[config.mk]
export PLATFORM = sky130hd
export DESIGN_NAME = spd_eeprom
export DESIGN_NICKNAME = d
export VERILOG_FILES = /design/src/rtl/spd_pkg.sv /design/src/rtl/spd_line_sync.sv /design/src/rtl/spd_store.sv /design/src/rtl/spd_wr_timer.sv /design/src/rtl/spd_ctrl.sv /design/src/rtl/spd_eeprom.sv
export SDC_FILE = /design/constraint.sdc
export NUM_CORES = 2
export LEC_CHECK = 0
export ABC_AREA = 0
export BUFFER_PORTS_ARGS = -buffer_cell sky130_fd_sc_hd__buf_2
export CAP_MARGIN = 20
export CORE_MARGIN = 3
export CORE_UTILIZATION = 26
export DETAILED_ROUTE_END_ITERATION = 10
export SLEW_MARGIN = 20
export SYNTH_ARGS = -nofsm -noshare
export SYNTH_HDL_FRONTEND = slang
export SYNTH_SLANG_ARGS = --single-unit
export TNS_END_PERCENT = 50
[constraint.sdc]
create_clock -name clk -period 7.39 [get_ports clk]
set_input_delay 1.1085 -clock clk [delete_from_list [all_inputs] [get_ports clk]]
set_output_delay 1.1085 -clock clk [all_outputs]
set_load 0.03 [all_outputs]
[src/rtl/spd_pkg.sv]
package spd_pkg;

    localparam logic [3:0] DEV_TYPE = 4'b1010;

    typedef enum logic [3:0] {
        ST_IDLE,
        ST_ADDR,
        ST_ADDR_ACK,
        ST_WORD,
        ST_WORD_ACK,
        ST_WR_DATA,
        ST_WR_ACK,
        ST_RD_DATA,
        ST_RD_ACK
    } spd_state_e;

endpackage

[src/rtl/spd_line_sync.sv]
module spd_line_sync #(
    parameter int SYNC_STAGES = 2
) (
    input  logic clk,
    input  logic rst_n,
    input  logic scl_i,
    input  logic sda_i,
    output logic sda_s,
    output logic scl_rise,
    output logic scl_fall,
    output logic start_det,
    output logic stop_det
);
    logic [SYNC_STAGES-1:0] scl_q;
    logic [SYNC_STAGES-1:0] sda_q;
    logic scl_p;
    logic sda_p;
    logic scl_s;

    generate
        if (SYNC_STAGES == 1) begin : g_one
            always_ff @(posedge clk or negedge rst_n) begin
                if (!rst_n) begin
                    scl_q <= 1'b1;
                    sda_q <= 1'b1;
                end else begin
                    scl_q <= scl_i;
                    sda_q <= sda_i;
                end
            end
        end else begin : g_many
            always_ff @(posedge clk or negedge rst_n) begin
                if (!rst_n) begin
                    scl_q <= '1;
                    sda_q <= '1;
                end else begin
                    scl_q <= {scl_q[SYNC_STAGES-2:0], scl_i};
                    sda_q <= {sda_q[SYNC_STAGES-2:0], sda_i};
                end
            end
        end
    endgenerate

    assign scl_s = scl_q[SYNC_STAGES-1];
    assign sda_s = sda_q[SYNC_STAGES-1];

    always_ff @(posedge clk or negedge rst_n) begin
        if (!rst_n) begin
            scl_p <= 1'b1;
            sda_p <= 1'b1;
        end else begin
            scl_p <= scl_s;
            sda_p <= sda_s;
        end
    end

    assign scl_rise  = scl_s & ~scl_p;
    assign scl_fall  = ~scl_s & scl_p;
    assign start_det = scl_s & scl_p & sda_p & ~sda_s;
    assign stop_det  = scl_s & scl_p & ~sda_p & sda_s;
endmodule

[src/rtl/spd_store.sv]
module spd_store #(
    parameter int          ADDR_W   = 8,
    parameter int          DATA_W   = 8,
    parameter logic [7:0]  ROM_SEED = 8'hA5
) (
    input  logic              clk,
    input  logic              rst_n,
    input  logic              we,
    input  logic [ADDR_W-1:0] addr,
    input  logic [DATA_W-1:0] wdata,
    output logic [DATA_W-1:0] rdata
);
    localparam int HALF = 1 << (ADDR_W - 1);

    logic [DATA_W-1:0] user_mem [HALF];
    logic [ADDR_W-2:0] low_addr;
    logic [DATA_W-1:0] rom_word;

    assign low_addr = addr[ADDR_W-2:0];
    assign rom_word = DATA_W'(addr) ^ DATA_W'(ROM_SEED);

    always_ff @(posedge clk or negedge rst_n) begin
        if (!rst_n) begin
            for (int i = 0; i < HALF; i++) begin
                user_mem[i] <= '1;
            end
        end else if (we && addr[ADDR_W-1]) begin
            user_mem[low_addr] <= wdata;
        end
    end

    assign rdata = addr[ADDR_W-1] ? user_mem[low_addr] : rom_word;
endmodule

[src/rtl/spd_wr_timer.sv]
module spd_wr_timer #(
    parameter int WR_CYCLES = 400
) (
    input  logic clk,
    input  logic rst_n,
    input  logic prog_start,
    output logic busy
);
    localparam int CNT_W = $clog2(WR_CYCLES + 1);

    logic [CNT_W-1:0] remain;

    always_ff @(posedge clk or negedge rst_n) begin
        if (!rst_n) begin
            remain <= '0;
        end else if (prog_start) begin
            remain <= CNT_W'(WR_CYCLES);
        end else if (remain != '0) begin
            remain <= remain - 1'b1;
        end
    end

    assign busy = (remain != '0);
endmodule

[src/rtl/spd_ctrl.sv]
module spd_ctrl
    import spd_pkg::*;
#(
    parameter int ADDR_W = 8
) (
    input  logic              clk,
    input  logic              rst_n,
    input  logic [2:0]        strap,
    input  logic              sda_s,
    input  logic              scl_rise,
    input  logic              scl_fall,
    input  logic              start_det,
    input  logic              stop_det,
    input  logic              busy,
    input  logic [7:0]        mem_rdata,
    output logic [ADDR_W-1:0] mem_addr,
    output logic              mem_we,
    output logic [7:0]        mem_wdata,
    output logic              prog_start,
    output logic              sda_oe
);
    localparam logic [3:0] BITS_PER_BYTE = 4'd8;

    spd_state_e        state;
    spd_state_e        state_n;
    logic [7:0]        rx_sh;
    logic [7:0]        tx_sh;
    logic [3:0]        bit_cnt;
    logic [ADDR_W-1:0] ptr;
    logic              rw_q;
    logic              host_ack;
    logic              wr_pending;
    logic              byte_full;
    logic              addr_hit;
    logic              shifting_in;

    assign byte_full   = (bit_cnt == BITS_PER_BYTE);
    assign addr_hit    = (rx_sh[7:1] == {DEV_TYPE, strap}) && !busy;
    assign shifting_in = (state == ST_ADDR) || (state == ST_WORD) || (state == ST_WR_DATA);

    always_comb begin
        state_n = state;
        if (start_det) begin
            state_n = ST_ADDR;
        end else if (stop_det) begin
            state_n = ST_IDLE;
        end else begin
            unique case (state)
                ST_IDLE:     state_n = ST_IDLE;
                ST_ADDR:     if (scl_fall && byte_full) state_n = addr_hit ? ST_ADDR_ACK : ST_IDLE;
                ST_ADDR_ACK: if (scl_fall) state_n = rw_q ? ST_RD_DATA : ST_WORD;
                ST_WORD:     if (scl_fall && byte_full) state_n = ST_WORD_ACK;
                ST_WORD_ACK: if (scl_fall) state_n = ST_WR_DATA;
                ST_WR_DATA:  if (scl_fall && byte_full) state_n = ST_WR_ACK;
                ST_WR_ACK:   if (scl_fall) state_n = ST_WR_DATA;
                ST_RD_DATA:  if (scl_fall && byte_full) state_n = ST_RD_ACK;
                ST_RD_ACK:   if (scl_fall) state_n = host_ack ? ST_RD_DATA : ST_IDLE;
                default:     state_n = ST_IDLE;
            endcase
        end
    end

    always_ff @(posedge clk or negedge rst_n) begin
        if (!rst_n) begin
            state <= ST_IDLE;
        end else begin
            state <= state_n;
        end
    end

    always_ff @(posedge clk or negedge rst_n) begin
        if (!rst_n) begin
            rx_sh      <= '0;
            tx_sh      <= '1;
            bit_cnt    <= '0;
            ptr        <= '0;
            rw_q       <= 1'b0;
            host_ack   <= 1'b0;
            wr_pending <= 1'b0;
        end else if (start_det || stop_det) begin
            bit_cnt    <= '0;
            wr_pending <= 1'b0;
            tx_sh      <= '1;
        end else begin
            if (scl_rise) begin
                if (shifting_in) begin
                    rx_sh   <= {rx_sh[6:0], sda_s};
                    bit_cnt <= bit_cnt + 1'b1;
                end else if (state == ST_RD_DATA) begin
                    bit_cnt <= bit_cnt + 1'b1;
                end else if (state == ST_RD_ACK) begin
                    host_ack <= !sda_s;
                end
            end
            if (scl_fall) begin
                case (state)
                    ST_ADDR: begin
                        if (byte_full) begin
                            rw_q    <= rx_sh[0];
                            bit_cnt <= '0;
                        end
                    end
                    ST_ADDR_ACK: begin
                        bit_cnt <= '0;
                        tx_sh   <= rw_q ? mem_rdata : 8'hFF;
                    end
                    ST_WORD: begin
                        if (byte_full) begin
                            ptr     <= rx_sh[ADDR_W-1:0];
                            bit_cnt <= '0;
                        end
                    end
                    ST_WR_DATA: begin
                        if (byte_full) begin
                            ptr        <= ptr + 1'b1;
                            wr_pending <= 1'b1;
                            bit_cnt    <= '0;
                        end
                    end
                    ST_WORD_ACK, ST_WR_ACK: begin
                        bit_cnt <= '0;
                    end
                    ST_RD_DATA: begin
                        if (byte_full) begin
                            ptr     <= ptr + 1'b1;
                            bit_cnt <= '0;
                            tx_sh   <= 8'hFF;
                        end else begin
                            tx_sh <= {tx_sh[6:0], 1'b1};
                        end
                    end
                    ST_RD_ACK: begin
                        tx_sh <= host_ack ? mem_rdata : 8'hFF;
                    end
                    default: begin
                    end
                endcase
            end
        end
    end

    always_comb begin
        sda_oe = 1'b0;
        unique case (state)
            ST_ADDR_ACK, ST_WORD_ACK, ST_WR_ACK: sda_oe = 1'b1;
            ST_RD_DATA:                          sda_oe = !tx_sh[7];
            default:                             sda_oe = 1'b0;
        endcase
    end

    assign mem_addr   = ptr;
    assign mem_wdata  = rx_sh;
    assign mem_we     = (state == ST_WR_DATA) && scl_fall && byte_full && !start_det && !stop_det;
    assign prog_start = stop_det && wr_pending;
endmodule

[src/rtl/spd_eeprom.sv]
module spd_eeprom #(
    parameter int         ADDR_W      = 8,
    parameter int         WR_CYCLES   = 400,
    parameter int         SYNC_STAGES = 2,
    parameter logic [7:0] ROM_SEED    = 8'hA5
) (
    input  logic       clk,
    input  logic       rst_n,
    input  logic [2:0] strap,
    input  logic       scl_i,
    input  logic       sda_i,
    output logic       sda_oe
);
    logic              sda_s;
    logic              scl_rise;
    logic              scl_fall;
    logic              start_det;
    logic              stop_det;
    logic              busy;
    logic              prog_start;
    logic              mem_we;
    logic [ADDR_W-1:0] mem_addr;
    logic [7:0]        mem_wdata;
    logic [7:0]        mem_rdata;

    spd_line_sync #(.SYNC_STAGES(SYNC_STAGES)) u_sync (
        .clk       (clk),
        .rst_n     (rst_n),
        .scl_i     (scl_i),
        .sda_i     (sda_i),
        .sda_s     (sda_s),
        .scl_rise  (scl_rise),
        .scl_fall  (scl_fall),
        .start_det (start_det),
        .stop_det  (stop_det)
    );

    spd_ctrl #(.ADDR_W(ADDR_W)) u_ctrl (
        .clk        (clk),
        .rst_n      (rst_n),
        .strap      (strap),
        .sda_s      (sda_s),
        .scl_rise   (scl_rise),
        .scl_fall   (scl_fall),
        .start_det  (start_det),
        .stop_det   (stop_det),
        .busy       (busy),
        .mem_rdata  (mem_rdata),
        .mem_addr   (mem_addr),
        .mem_we     (mem_we),
        .mem_wdata  (mem_wdata),
        .prog_start (prog_start),
        .sda_oe     (sda_oe)
    );

    spd_store #(.ADDR_W(ADDR_W), .DATA_W(8), .ROM_SEED(ROM_SEED)) u_store (
        .clk   (clk),
        .rst_n (rst_n),
        .we    (mem_we),
        .addr  (mem_addr),
        .wdata (mem_wdata),
        .rdata (mem_rdata)
    );

    spd_wr_timer #(.WR_CYCLES(WR_CYCLES)) u_timer (
        .clk        (clk),
        .rst_n      (rst_n),
        .prog_start (prog_start),
        .busy       (busy)
    );
endmodule

==> results.cfg <==
[status]
outcome = complete, no violations

[clock_network]
clock-root-buffer = clkbuf_16
tritoncts = built
worst_skew_pair.late_latency_ns = 0.74
path_clk_slew_ns = 0.06
cts_max_level = 3
clk_path_buf_depth = 3
cts_buffers = 114
cts_hold_buf = 0
cts_resized = 0
clock-sinks = 1074
cts_setup_buffers = 0

[finish]
layout_common_cells = dfstp_2 (1038), mux2_2 (897), mux2_1 (194)
drive_gt1_frac = 0.6766
layout.nets = 3588
stdcell_count = 6318
stdcell_area_um2 = 58920
layout_commonest_cell = dfstp_2
area_growth_pct = 13.03

[timing]
fin_crit_ns = 4.385
tns_ns = 0
final.period_utilization = 0.5934
maxSlewViolCount = 0
max_clock_freq_mhz = 228.0
worst_pin_slew_ns = 1.209
rsz0062_at_grt = false
skew_ns = 0.02652
relSlewSlack = 0.1729
finalHoldViolations = 0
fin_ws_ns = 3.005
setup_violations = 0

[power]
clockPowerShare = 0.469
switching_share = 0.2579
p_int_mw = 9.686
p_seq_frac = 0.477
power_density_nw_per_um2 = 221.5
p_switching_mw = 3.366
p_leak_nw = 22.23
peakVddDrop_uv = 204.6
share_comb_of_total_power = 0.054

[placed_design]
post-place-ws_ns = 3.030
port_buffers = 7
dp.cells = 6097
dpl.hpwl_um = 97560
placed_cell_area_um2 = 54830
gp_congestion = 0.9134

[floorplanning]
dieHeight_um = 453.8
initial_core_util = 0.2630
core.rowCount = 163
num_io_pins = 8
dieWidth_um = 453.8
core_area_um2 = 198200
die-area_um2 = 205900

[logic_synthesis]
syn_inst = 3663
syn-num-nets = 3675
yosysWarnings = 0
synthArstFlopShare = 1.000
ys_ff_latch = 1074
synth_ff_type = dfstp_2
ys_types = 84
synth_area_um2 = 52130
synth_edf_count = 0
synth.avg_cell_area_um2 = 14.23
seq_area_frac_synth = 0.5405

[routing]
avgRoutedWirePerCell_um = 25.70
dr.first_iter.drc_count = 3027
antenna_left = 0
vias = 32650
routed_wl_um = 162400
drt_pass1_iterations = 6
drcViolationCount = 0
viasPerCell = 5.167

[critical_path]
critPathLaunchType = register
crit_fanout = 43
endpoint_kind = register
criticalPathCategory = reg -> reg
cp.arrival_ns = 5.03
reg2reg_depth = 8
required_ns = 8.04

[worst_hold_path]
hold_class = reg -> reg
holdPathStages = 0

[grt]
met2_usage = 0.2364
track_usage = 0.1555
antenna_found_initial = 4
met1_usage = 0.2131
grt_pass1_wl_um = 240300
gr-total-overflow = 0
grt_pass1_vias = 33520
grt.busiest_layer = met2
grt_max_degree = 180
grtUsageMet3 = 0.03459

[job]
cap_viol_max_count = 0
-- logic make-up after synthesis --
| family | share of synthesized area |
|---|---|
| AO/OA/AOI/OAI | 0.07546 |
| XOR/XNOR | 0.002352 |
| adder cells (fa/ha/maj) | 0.001200 |
| buffers and inverters | 0.02710 |
| flip-flops | 0.5405 |
| AND/OR/NAND/NOR | 0.06291 |
| multiplexers | 0.2905 |
-- critical path, stage by stage, from the launching register on --
cell,delay (ns)
dfrtp_4,0.90
buf_4,0.74
nor3b_2,1.00
a221o_1,0.27
a21oi_1,0.07
a2111oi_0,0.78
or4b_1,0.23
nor4_1,0.06
a21oi_1,0.21
-- cell type report --
class / instances / area, um2
antenna: 2 / 5.005
clock buffer: 168 / 3359
clock inverter: 48 / 649.4
fill: 19780 / 139300
inverter: 11 / 41.29
multi-input combinational: 2297 / 22610
sequential: 1074 / 28220
tap: 2640 / 3303
timing repair buffer: 78 / 734.5
-- synth_stat cells (36+ instances only) --
| cell type | number | area [um2] |
|---|---|---|
| a21oi_1 | 87 | 435.4 |
| a221oi_1 | 117 | 1025 |
| a22oi_1 | 61 | 457.9 |
| buf_2 | 64 | 320.3 |
| clkbuf_1 | 161 | 604.3 |
| dfrtp_1 | 36 | 900.9 |
| dfstp_2 | 1038 | 27270 |
| mux2_1 | 194 | 2185 |
| mux2_2 | 897 | 10100 |
| mux2i_1 | 102 | 1021 |
| mux4_2 | 81 | 1824 |
| nand2_1 | 90 | 337.8 |
| nor2_1 | 89 | 334.1 |
| nor2_4 | 130 | 1464 |
| o21ai_0 | 73 | 365.4 |
-- flip-flops by register name, indices dropped and copies added (netlist names) --
name               flops
u_timer.remain         9
u_ctrl.host_ack        1
u_sync.scl_q           2
u_ctrl.mem_wdata       8
u_ctrl.tx_sh           8
u_ctrl.state           4
u_ctrl.wr_pending      1
u_sync.sda_q           2
u_ctrl.bit_cnt         4
u_sync.sda_p           1
u_ctrl.rw_q            1
u_store.user_mem    1024
u_sync.scl_p           1
u_ctrl.mem_addr        8
-- per-stage QoR --
stage                     utilization  power (mW)  hold WS, ns
final                          0.2972       13.05       0.3576
after detailed placement       0.2766       6.984       0.3468
after CTS                      0.2968       13.16       0.3601
after global placement         0.2765       6.973       0.3491
after global routing           0.2972       13.48       0.3663
after floorplan                     -       6.517       0.3452
-- power by group through the flow --
stage / logic (mW) / registers (mW) / clock network (mW)
global route: 0.754 / 6.23 / 6.49
global placement: 0.676 / 6.30 / 0
finish: 0.708 / 6.22 / 6.12
floorplan: 0.471 / 6.05 / 0
CTS: 0.685 / 6.22 / 6.26
detailed placement: 0.683 / 6.30 / 0
-- routing by layer --
layer	up-vias	part of all wire
li1	13520	-
met1	17580	0.44
met2	1229	0.44
met3	312	0.072
met4	2	0.042
met5	-	0.000049
-- path summary, 6_finish.rpt --
| path | startpoint | endpoint | slack [ns] |
|---|---|---|---|
| min | u_sync.scl_q[0] | u_sync.scl_q[1] | 0.36 |
| max | u_ctrl.mem_addr[0] | u_ctrl.tx_sh[0] | 3.00 |
| max reg2reg | u_ctrl.mem_addr[0] | u_ctrl.tx_sh[0] | 3.00 |
| min reg2reg | u_sync.scl_q[0] | u_sync.scl_q[1] | 0.36 |
| min in group asynchronous | rst_n | u_ctrl.mem_addr[2] | 0.43 |
| max in group asynchronous | rst_n | u_store.user_mem[593] | 5.50 |
No activity file was read; power rests on OpenSTA's default activity.
